File: src/rtl/pei_pkg.sv
package pei_pkg;
  // Register selected by a bus offset
  typedef enum logic [2:0] {
    RSEL_NONE = 3'd0,
    RSEL_PULL = 3'd1,
    RSEL_POL  = 3'd2,
    RSEL_MASK = 3'd3,
    RSEL_FLAG = 3'd4
  } rsel_e;
endpackage

File: src/rtl/pei_sync.sv
module pei_sync #(
  parameter int N_PINS = 8
) (
  input  logic              clk,
  input  logic              rst_n,
  input  logic [N_PINS-1:0] pin_in,
  output logic [N_PINS-1:0] lvl,
  output logic [N_PINS-1:0] lvl_d
);
  logic [N_PINS-1:0] meta_q;
  logic [N_PINS-1:0] lvl_q;
  logic [N_PINS-1:0] dly_q;

  for (genvar i = 0; i < N_PINS; i++) begin : g_pin
    always_ff @(posedge clk or negedge rst_n) begin
      if (!rst_n) begin
        meta_q[i] <= 1'b0;
        lvl_q[i]  <= 1'b0;
        dly_q[i]  <= 1'b0;
      end else begin
        meta_q[i] <= pin_in[i];
        lvl_q[i]  <= meta_q[i];
        dly_q[i]  <= lvl_q[i];
      end
    end
  end

  assign lvl   = lvl_q;
  assign lvl_d = dly_q;
endmodule

File: src/rtl/pei_regs.sv
module pei_regs
  import pei_pkg::*;
#(
  parameter int          N_PINS   = 8,
  parameter int          ADDR_W   = 8,
  parameter int unsigned OFS_PULL = 32'h14,
  parameter int unsigned OFS_POL  = 32'h15,
  parameter int unsigned OFS_MASK = 32'h16,
  parameter int unsigned OFS_FLAG = 32'h17
) (
  input  logic              clk,
  input  logic              rst_n,
  input  logic              bus_wr,
  input  logic [ADDR_W-1:0] bus_addr,
  input  logic [N_PINS-1:0] bus_wdata,
  input  logic [N_PINS-1:0] flag_q,
  output logic [N_PINS-1:0] pull_q,
  output logic [N_PINS-1:0] pol_q,
  output logic [N_PINS-1:0] mask_q,
  output logic [N_PINS-1:0] flag_clr,
  output logic [N_PINS-1:0] bus_rdata
);
  rsel_e             rsel;
  logic [N_PINS-1:0] pull_d, pol_d, mask_d;
  logic              pull_we, pol_we, mask_we;

  // Offset decode
  always_comb begin
    if (bus_addr == ADDR_W'(OFS_PULL))      rsel = RSEL_PULL;
    else if (bus_addr == ADDR_W'(OFS_POL))  rsel = RSEL_POL;
    else if (bus_addr == ADDR_W'(OFS_MASK)) rsel = RSEL_MASK;
    else if (bus_addr == ADDR_W'(OFS_FLAG)) rsel = RSEL_FLAG;
    else                                    rsel = RSEL_NONE;
  end

  // Write enables and next state
  always_comb begin
    pull_we  = bus_wr && (rsel == RSEL_PULL);
    pol_we   = bus_wr && (rsel == RSEL_POL);
    mask_we  = bus_wr && (rsel == RSEL_MASK);
    pull_d   = pull_we ? bus_wdata : pull_q;
    pol_d    = pol_we  ? bus_wdata : pol_q;
    mask_d   = mask_we ? bus_wdata : mask_q;
    flag_clr = (bus_wr && (rsel == RSEL_FLAG)) ? bus_wdata : '0;
  end

  always_ff @(posedge clk or negedge rst_n) begin
    if (!rst_n) begin
      pull_q <= '0;
      pol_q  <= '0;
      mask_q <= '0;
    end else begin
      pull_q <= pull_d;
      pol_q  <= pol_d;
      mask_q <= mask_d;
    end
  end

  // Read mux
  always_comb begin
    unique case (rsel)
      RSEL_PULL: bus_rdata = pull_q;
      RSEL_POL:  bus_rdata = pol_q;
      RSEL_MASK: bus_rdata = mask_q;
      RSEL_FLAG: bus_rdata = flag_q;
      default:   bus_rdata = '0;
    endcase
  end
endmodule

File: src/rtl/pei_flags.sv
module pei_flags #(
  parameter int N_PINS = 8
) (
  input  logic              clk,
  input  logic              rst_n,
  input  logic [N_PINS-1:0] lvl,
  input  logic [N_PINS-1:0] lvl_d,
  input  logic [N_PINS-1:0] pol,
  input  logic [N_PINS-1:0] mask,
  input  logic [N_PINS-1:0] flag_clr,
  output logic [N_PINS-1:0] flag_q,
  output logic              irq
);
  logic [N_PINS-1:0] hit;
  logic [N_PINS-1:0] flag_d;
  logic              irq_d;
  logic              irq_q;

  for (genvar i = 0; i < N_PINS; i++) begin : g_edge
    // pol = 1: rising edge is active; pol = 0: falling edge
    always_comb begin
      if (pol[i]) hit[i] = lvl[i] & ~lvl_d[i];
      else        hit[i] = ~lvl[i] & lvl_d[i];
    end
  end

  always_comb begin
    // a set on the same edge as a clear wins
    flag_d = (flag_q & ~flag_clr) | hit;
    irq_d  = |(flag_q & mask);
  end

  always_ff @(posedge clk or negedge rst_n) begin
    if (!rst_n) begin
      flag_q <= '0;
      irq_q  <= 1'b0;
    end else begin
      flag_q <= flag_d;
      irq_q  <= irq_d;
    end
  end

  assign irq = irq_q;
endmodule

File: src/rtl/pin_edge_irq.sv
module pin_edge_irq #(
  parameter int          N_PINS   = 8,
  parameter int          ADDR_W   = 8,
  parameter int unsigned OFS_PULL = 32'h14,
  parameter int unsigned OFS_POL  = 32'h15,
  parameter int unsigned OFS_MASK = 32'h16,
  parameter int unsigned OFS_FLAG = 32'h17
) (
  input  logic              clk,
  input  logic              rst_n,
  input  logic              bus_wr,
  input  logic [ADDR_W-1:0] bus_addr,
  input  logic [N_PINS-1:0] bus_wdata,
  output logic [N_PINS-1:0] bus_rdata,
  input  logic [N_PINS-1:0] pin_in,
  input  logic [N_PINS-1:0] pin_dir_in,
  output logic [N_PINS-1:0] pullup_en,
  output logic [N_PINS-1:0] pulldown_en,
  output logic              irq
);
  logic              rst_meta_q, rst_sync_n;
  logic [N_PINS-1:0] lvl, lvl_d;
  logic [N_PINS-1:0] pull_q, pol_q, mask_q, flag_q, flag_clr;

  // Reset: asserts at once, releases on the second clock edge
  always_ff @(posedge clk or negedge rst_n) begin
    if (!rst_n) begin
      rst_meta_q <= 1'b0;
      rst_sync_n <= 1'b0;
    end else begin
      rst_meta_q <= 1'b1;
      rst_sync_n <= rst_meta_q;
    end
  end

  pei_sync #(.N_PINS(N_PINS)) u_sync (
    .clk    (clk),
    .rst_n  (rst_sync_n),
    .pin_in (pin_in),
    .lvl    (lvl),
    .lvl_d  (lvl_d)
  );

  pei_regs #(
    .N_PINS(N_PINS), .ADDR_W(ADDR_W),
    .OFS_PULL(OFS_PULL), .OFS_POL(OFS_POL),
    .OFS_MASK(OFS_MASK), .OFS_FLAG(OFS_FLAG)
  ) u_regs (
    .clk       (clk),
    .rst_n     (rst_sync_n),
    .bus_wr    (bus_wr),
    .bus_addr  (bus_addr),
    .bus_wdata (bus_wdata),
    .flag_q    (flag_q),
    .pull_q    (pull_q),
    .pol_q     (pol_q),
    .mask_q    (mask_q),
    .flag_clr  (flag_clr),
    .bus_rdata (bus_rdata)
  );

  pei_flags #(.N_PINS(N_PINS)) u_flags (
    .clk      (clk),
    .rst_n    (rst_sync_n),
    .lvl      (lvl),
    .lvl_d    (lvl_d),
    .pol      (pol_q),
    .mask     (mask_q),
    .flag_clr (flag_clr),
    .flag_q   (flag_q),
    .irq      (irq)
  );

  // Pull requests: select 1 asks for pull-down, 0 for pull-up
  always_comb begin
    pulldown_en = pull_q & pin_dir_in & pol_q;
    pullup_en   = pull_q & pin_dir_in & ~pol_q;
  end
endmodule

File: config.mk
export PLATFORM = sky130hd
export DESIGN_NAME = pin_edge_irq
export DESIGN_NICKNAME = d
export VERILOG_FILES = /design/src/rtl/pei_pkg.sv /design/src/rtl/pei_sync.sv /design/src/rtl/pei_regs.sv /design/src/rtl/pei_flags.sv /design/src/rtl/pin_edge_irq.sv
export SDC_FILE = /design/constraint.sdc
export NUM_CORES = 1
export LEC_CHECK = 0
export ABC_AREA = 1
export BUFFER_PORTS_ARGS = -buffer_cell sky130_fd_sc_hd__buf_4
export CORE_ASPECT_RATIO = 0.75
export CORE_MARGIN = 2
export CORE_UTILIZATION = 58
export DETAILED_ROUTE_END_ITERATION = 6
export PLACE_DENSITY_LB_ADDON = 0.25
export SKIP_LAST_GASP = 1
export SYNTH_ARGS = -nofsm -noshare
export SYNTH_HDL_FRONTEND = slang
export SYNTH_SLANG_ARGS = --single-unit
File: constraint.sdc
create_clock -name clk -period 3.4 [get_ports clk]
set_clock_uncertainty 0.2 [all_clocks]
set_input_delay 0.68 -clock clk [delete_from_list [all_inputs] [get_ports clk]]
set_output_delay 0.68 -clock clk [all_outputs]
set_load 0.02 [all_outputs]
==> results of run 1 <==
[metrics by stage]
step	cells	hold slack (ps)	utilization [%]
finish	457	148	73.0
global route	457	160	73.0
CTS	457	151	73.0
detailed placement	440	137	69.0
global placement	440	133	69.0
floorplan	329	131	-
[cell type report]
type | count | area (sq um)
clock inverter | 2 | 10.0
fill | 379 | 1300
sequential | 59 | 1480
tap | 60 | 75.1
multi-input combinational | 199 | 1090
inverter | 62 | 233
clock buffer | 14 | 173
timing repair buffer | 61 | 460
[cells in the mapped netlist]
master and number:
o21ai_0 8, buf_6 3, dfrtp_1 59, nor2_8 1
buf_2 6, conb_1 1, inv_2 1, inv_1 61
o21ai_2 24, nand2_4 1, nand4_1 8, nand2_2 7
nand3_4 3, nand3_1 32, nor2_4 4, nand2_1 80
a22o_1 4, nor2_1 10, nor3_1 16
[state kept, by name, indices dropped and copies added, names as in the netlist]
signal,cells
u_regs.mask_q,8
u_sync.meta_q,8
u_flags.irq,1
u_sync.lvl,8
rst_sync_n,1
u_flags.flag_q,8
u_sync.lvl_d,8
u_regs.pol_q,8
u_regs.pull_q,8
rst_meta_q,1
[power breakdown]
part	internal, W	switching [W]
combinational	0.0000605	0.0000762
sequential	0.000735	0.0000312
clock	0.000322	0.000249
[kinds of logic after synthesis]
family	Yosys count	share of synthesized area, %
buffers and inverters	71	10.4
and+or+nand+nor	162	28.0
AOI/OAI and AO/OA	36	9.96
DFF	59	51.6
other	1	0.131
[metal layers]
| metal | part of all wire [%] | track usage (%) | vias up |
|---|---|---|---|
| met5 | 0 | 0 | - |
| met4 | 1.8 | 9.52 | 0 |
| met3 | 6.7 | 8.28 | 11 |
| met2 | 52 | 42.4 | 74 |
| met1 | 40 | 29.8 | 1134 |
| li1 | - | - | 1166 |
[critical path: cells and delay by family]
family | cells | cell delay [ps]
buf+inv | 4 | 320
simple gates | 5 | 960
[layout by cell type, fill, tap and decap left out]
| cell type | Yosys | layout |
|---|---|---|
| nand3_1 | 32 | 32 |
| nor3_1 | 16 | 16 |
| clkbuf_1 | 0 | 2 |
| nand3_4 | 3 | 3 |
| nor2_8 | 1 | 1 |
| o21ai_2 | 24 | 24 |
| clkbuf_8 | 0 | 12 |
| dlygate4sd3_1 | 0 | 1 |
| inv_2 | 1 | 1 |
| nand4_1 | 8 | 8 |
| nand2_1 | 80 | 80 |
| dfrtp_1 | 59 | 58 |
| nand2_4 | 1 | 1 |
| nor2_1 | 10 | 10 |
| buf_4 | 0 | 60 |
| nand2_2 | 7 | 7 |
| inv_1 | 61 | 61 |
| dfrtp_2 | 0 | 1 |
| clkinv_2 | 0 | 2 |
| nor2_4 | 4 | 4 |
| o21ai_0 | 8 | 8 |
| conb_1 | 1 | 1 |
| a22o_1 | 4 | 4 |
[timing repair]
| action | in CTS | in global routing |
|---|---|---|
| endpoints found under the setup margin | 0 | 0 |
| hold buffers | 1 | 0 |
| endpoints found under the hold margin | 2 | 0 |
[final timing paths]
kind	end	slack [ps]	cells past startpoint
max	bus_rdata[3]	530	9
min	u_sync.lvl[5]	150	0
max reg2reg	u_regs.mask_q[7]	2060	1
min reg2reg	u_sync.lvl[5]	150	0
max in group asynchronous	u_regs.mask_q[7]	2060	1
min in group asynchronous	u_sync.meta_q[3]	190	0
==> results by group, run 1 <==
Status
  – Run status: completed

Timing
  – Min Tclk post-route: 2870 ps
  – Worst-Margin Slew: 873 ps
  – Max-slew headroom: 41.8%
  – Fmax: 0.348 GHz
  – Final Setup Violations: 0
  – RSZ-0062 raised after global routing: no
  – Final hold vios: 0
  – Final worst-path setup slack: 529 ps
  – Final setup TNS: 0 ps
  – Final Cycle Share: 84.4%
  – Max Slew Vio Count: 0

Routing
  – Drt pass-1 iters: 6
  – DR WL/cell: 13.0 um
  – Vias: 2385
  – Antenna violation net count after detailed routing: 0
  – Final wirelength: 5930 um
  – DRT iter0 DRCs: 128
  – Vias per inst: 5.22
  – Post-route DRC: 0

Synthesis
  – Syn Std Cell Area: 2860 sq um
  – Syn avg cell area: 8.70 sq um
  – Synth top area share: 51.6%
  – Synth top area cells: dfrtp_1 (52%), nand2_1 (10%), inv_1 (8.0%)
  – Seq cells post-synth: 59
  – Cell count after synthesis: 329
  – Syn_nets: 364
  – Yosys warning count: 0
  – Library cells used by synthesis: 19
  – Sequential area share after synthesis: 51.6%
  – Area leader, netlist: dfrtp_1

Pwr
  – Leakage power: 1.78 nW
  – Peak VDD IR: 0.000394 V
  – Total power: 0.00147 W
  – PwrDens: 419 nW/um^2

Setup path
  – Crit Reg-Reg Startpoint: rst_sync_n
  – CP required: 2520 ps
  – Startpoint types: input port
  – Worst setup path start: bus_addr[6]
  – CP most frequent cell: nand2_1
  – Crit. End Element: output port
  – Critical path cell sequence: buf_4, inv_1, nand2_1, nor2_8, nand3_1, nand2_1, inv_1, nand2_1, buf_4
  – Critical path peak fanout: 43
  – Critical path type: input port to output port
  – CP max stage delay: 480 ps
  – Worst path slowest cell: nor2_8
  – CP arrival: 1990 ps

Placed design
  – Routability Congestion: 0.794
  – Port Buf Inserts: 59
  – Pre-CTS setup slack: 600 ps
  – Cell area after placement: 3330 sq um
  – Dpl hpwl: 3920 um

Global routing
  – Pin count of the biggest net entering global routing: 44
  – Initial antenna violation count: 0
  – First-pass GRT wire length: 10400 um
  – Grt ovf: 0
  – GRT Total Usage: 25.0%
  – Vias in the first global route: 2366

CTS
  – Post-CTS Setup Inserts: 0
  – Clock root cell: clkbuf_8
  – PostCTS Resize Cnt: 0
  – CTS sink cnt: 59
  – CTS H-tree lvls: 3
  – Clk Latency, worst-skew pair: 330 ps
  – CTS Buf Count: 9
  – CTS tree: built
  – CTS clock-pin slew for the worst setup and hold paths: 60 ps
  – Max Root-Sink Buffers: 2

Floorplanning
  – FP Rows: 22
  – Chip Height: 64.8 um
  – Core Region: 4820 sq um
  – Die ar.: 5520 sq um
  – IO Pins: 60
  – Initial core utilization: 59.4%
  – Die X: 85.1 um

Run
  – Max Cap Violations: 0

Worst hold path
  – Hold_sp: u_sync.meta_q[5]
  – Hold Path Class: register to register

Finish
  – Share of layout cells above drive strength 1: 29.2%
  – Antenna cells: 0
  – Layout overhead on the synthesized area: 22.9%
  – Final net count: 427
  – Fin area: 3520 sq um
Note: power is estimated with default switching activity, not from simulation.
==> run 2: changes to the inputs <==
--- a/config.mk
+++ b/config.mk
@@ -9,7 +9,7 @@
 export BUFFER_PORTS_ARGS = -buffer_cell sky130_fd_sc_hd__buf_4
 export CORE_ASPECT_RATIO = 0.75
 export CORE_MARGIN = 2
-export CORE_UTILIZATION = 58
+export CORE_UTILIZATION = 49
 export DETAILED_ROUTE_END_ITERATION = 6
 export PLACE_DENSITY_LB_ADDON = 0.25
 export SKIP_LAST_GASP = 1
==> constraint.sdc (replaced) <==
create_clock -name clk -period 2.6 [get_ports clk]
set_clock_uncertainty 0.2 [all_clocks]
set_input_delay 0.52 -clock clk [delete_from_list [all_inputs] [get_ports clk]]
set_output_delay 0.52 -clock clk [all_outputs]
set_load 0.02 [all_outputs]
==> results by group, run 2 (synthesized netlist as in run 1, its figures left out) <==
Status
  – Run status: completed (unchanged)

Floorplanning
  – Die X: 92.3 um (was 85.1 um)
  – Die ar.: 6480 sq um (was 5520 sq um)
  – Core Region: 5740 sq um (was 4820 sq um)
  – FP Rows: 24 (was 22)
  – Initial core utilization: 49.9% (was 59.4%)
  – Chip Height: 70.2 um (was 64.8 um)
  – IO Pins: 60 (unchanged)

Timing
  – Final setup TNS: 0 ps (unchanged)
  – Final worst-path setup slack: 318 ps (was 529 ps)
  – Final Cycle Share: 87.8%
  – Max Slew Vio Count: 0 (unchanged)
  – Fmax: 0.438 GHz
  – Final hold vios: 0 (unchanged)
  – RSZ-0062 raised after global routing: no (unchanged)
  – Min Tclk post-route: 2280 ps
  – Worst hold slack: 84.8 ps (was 148 ps)
  – Final Setup Violations: 0 (unchanged)
  – Max-slew headroom: 57.8% (was 41.8%)
  – Worst-Margin Slew: 634 ps (was 873 ps)

Placed design
  – Routability Congestion: 0.781 (was 0.794)
  – Inst Count DP: 460 (was 440)
  – Pre-CTS setup slack: 325 ps (was 600 ps)
  – Dpl hpwl: 4020 um (was 3920 um)
  – Port Buf Inserts: 59 (unchanged)

Finish
  – Commonest cells after routing, fill and taps aside: nand2_1 (80), inv_1 (61), buf_4 (60) (unchanged)
  – Layout overhead on the synthesized area: 25.9% (was 22.9%)
  – Share of layout cells above drive strength 1: 29.3% (was 29.2%)
  – FF+latch area: 1480 sq um (unchanged)
  – Most common cell after layout, fill and taps aside: nand2_1 (unchanged)
  – Final net count: 429 (was 427)
  – Multi-input gate area: 1090 sq um (unchanged)
  – Fillcell total: 486 (was 379)
  – Fin cells: 477 (was 457)
  – Antenna cells: 0 (unchanged)

Routing
  – Antenna violation net count after detailed routing: 0 (unchanged)
  – DRT iter0 DRCs: 98 (was 128)
  – DR WL/cell: 12.3 um (was 13.0 um)
  – Metal1 wirelength: 2580 um (was 2370 um)
  – Met3 wire len: 302 um (was 395 um)
  – Vias: 2303 (was 2385)
  – Post-route DRC: 0 (unchanged)
  – Vias per inst: 4.83 (was 5.22)
  – Final wirelength: 5880 um (was 5930 um)
  – Drt pass-1 iters: 4 (was 6)
  – Met2 WL: 2940 um (was 3060 um)
  – DR top layer: met4 (unchanged)

Setup path
  – Worst path slowest cell: buf_12 (was nor2_8)
  – CP Capture Point: bus_rdata[4] (was bus_rdata[3])
  – Critical path type: input port to output port (unchanged)
  – Worst R2R Setup Slack: 1450 ps (was 2060 ps)
  – CP max stage delay: 220 ps (was 480 ps)
  – CP required: 1880 ps (was 2520 ps)
  – Worst setup path start: bus_addr[7] (was bus_addr[6])
  – FF-to-FF End: u_flags.flag_q[4] (was u_regs.mask_q[7])
  – Crit. End Element: output port (unchanged)
  – CP arrival: 1560 ps (was 1990 ps)
  – CP most frequent cell: nand2_1 (unchanged)
  – Critical path cell sequence: buf_4, inv_1, nand2_1, nor2_8, buf_12, nand3_1, nand2_1, inv_1, nand2_1, buf_4 (was buf_4, inv_1, nand2_1, nor2_8, nand3_1, nand2_1, inv_1, nand2_1, buf_4)
  – Critical path peak fanout: 43 (unchanged)
  – Crit Reg-Reg Startpoint: u_regs.pol_q[4] (was rst_sync_n)
  – Startpoint types: input port (unchanged)
  – Worst Reg-to-Reg Cells: 5 (was 1)

CTS
  – CTS clock-pin slew for the worst setup and hold paths: 60 ps (about the same)
  – Clock root cell: clkbuf_8 (unchanged)
  – Clk Latency, worst-skew pair: 340 ps (was 330 ps)
  – Max Root-Sink Buffers: 2 (unchanged)
  – CTS tree: built (unchanged)
  – CTS H-tree lvls: 3 (unchanged)
  – CTS sink cnt: 59 (unchanged)
  – PostCTS Resize Cnt: 0 (unchanged)
  – CTS Buf Count: 9 (unchanged)

Global routing
  – Grt ovf: 0 (unchanged)
  – Vias in the first global route: 2218 (was 2366)
  – First-pass GRT wire length: 9840 um (was 10400 um)
  – Pin count of the biggest net entering global routing: 44 (unchanged)
  – Initial antenna violation count: 0 (unchanged)
  – GRT Total Usage: 19.7% (was 25.0%)

Run
  – Max Cap Violations: 0 (unchanged)

Worst hold path
  – Hold Path Class: input port to register (was register to register)
  – Hold_sp: pin_in[6] (was u_sync.meta_q[5])

Pwr
  – Leakage power: 1.81 nW (was 1.78 nW)
  – Peak VDD IR: 0.000362 V (was 0.000394 V)
  – PwrDens: 567 nW/um^2 (was 419 nW/um^2)
  – Total power: 0.00204 W (was 0.00147 W)
==> run 2: worst min-delay path by stage <==
stage	to	slack, ps	cells after the start
3_5_place_dp	rst_meta_q	100	1
6_report	u_sync.meta_q[6]	80	1
5_1_grt	u_sync.meta_q[4]	70	1
2_1_floorplan	rst_meta_q	20	0
4_1_cts	u_sync.meta_q[6]	80	1
3_3_place_gp	rst_meta_q	100	1
==> run 2: cell type report <==
class / instances / share of cell area [%]
repair buffers: 63 / 13.9
clock buffers: 15 / 4.89
clock inverters: 1 / 0.833
inverters: 62 / 6.46
flip-flops and latches: 59 / 41.0
well taps: 78 / 2.71
multi-input cells: 199 / 30.2
==> run 2: report_power, final <==
| part | switching [W] | internal (W) |
|---|---|---|
| clock | 0.000334 | 0.000523 |
| combinational | 0.000104 | 0.0000830 |
| sequential | 0.0000375 | 0.000961 |
| total | 0.000475 | 0.00157 |
==> run 2: critical path: cells and delay by family <==
family / cells / cell delay (ps)
buffers and inverters: 5 / 540
and+or+nand+nor: 5 / 480
==> run 2: layer usage <==
metal / track usage (%) / up-vias
li1: - / 1164
met1: 24.6 / 1074
met2: 33.1 / 60
met3: 6.69 / 5
met4: 4.98 / 0
met5: 0 / -
==> run 2: metrics by stage <==
step                cell area, sq um  util [%]
CTS                             3600      62.8
global route                    3600      62.8
global placement                3390      59.1
finish                          3600      62.8
detailed placement              3390      59.1
floorplan                       2860         -
==> run 2: timing repair <==
action | 4_1_cts | 5_1_grt
hold endpoints to repair | 2 | 0
buffers inserted | 0 | 0
hold buffers | 1 | 0
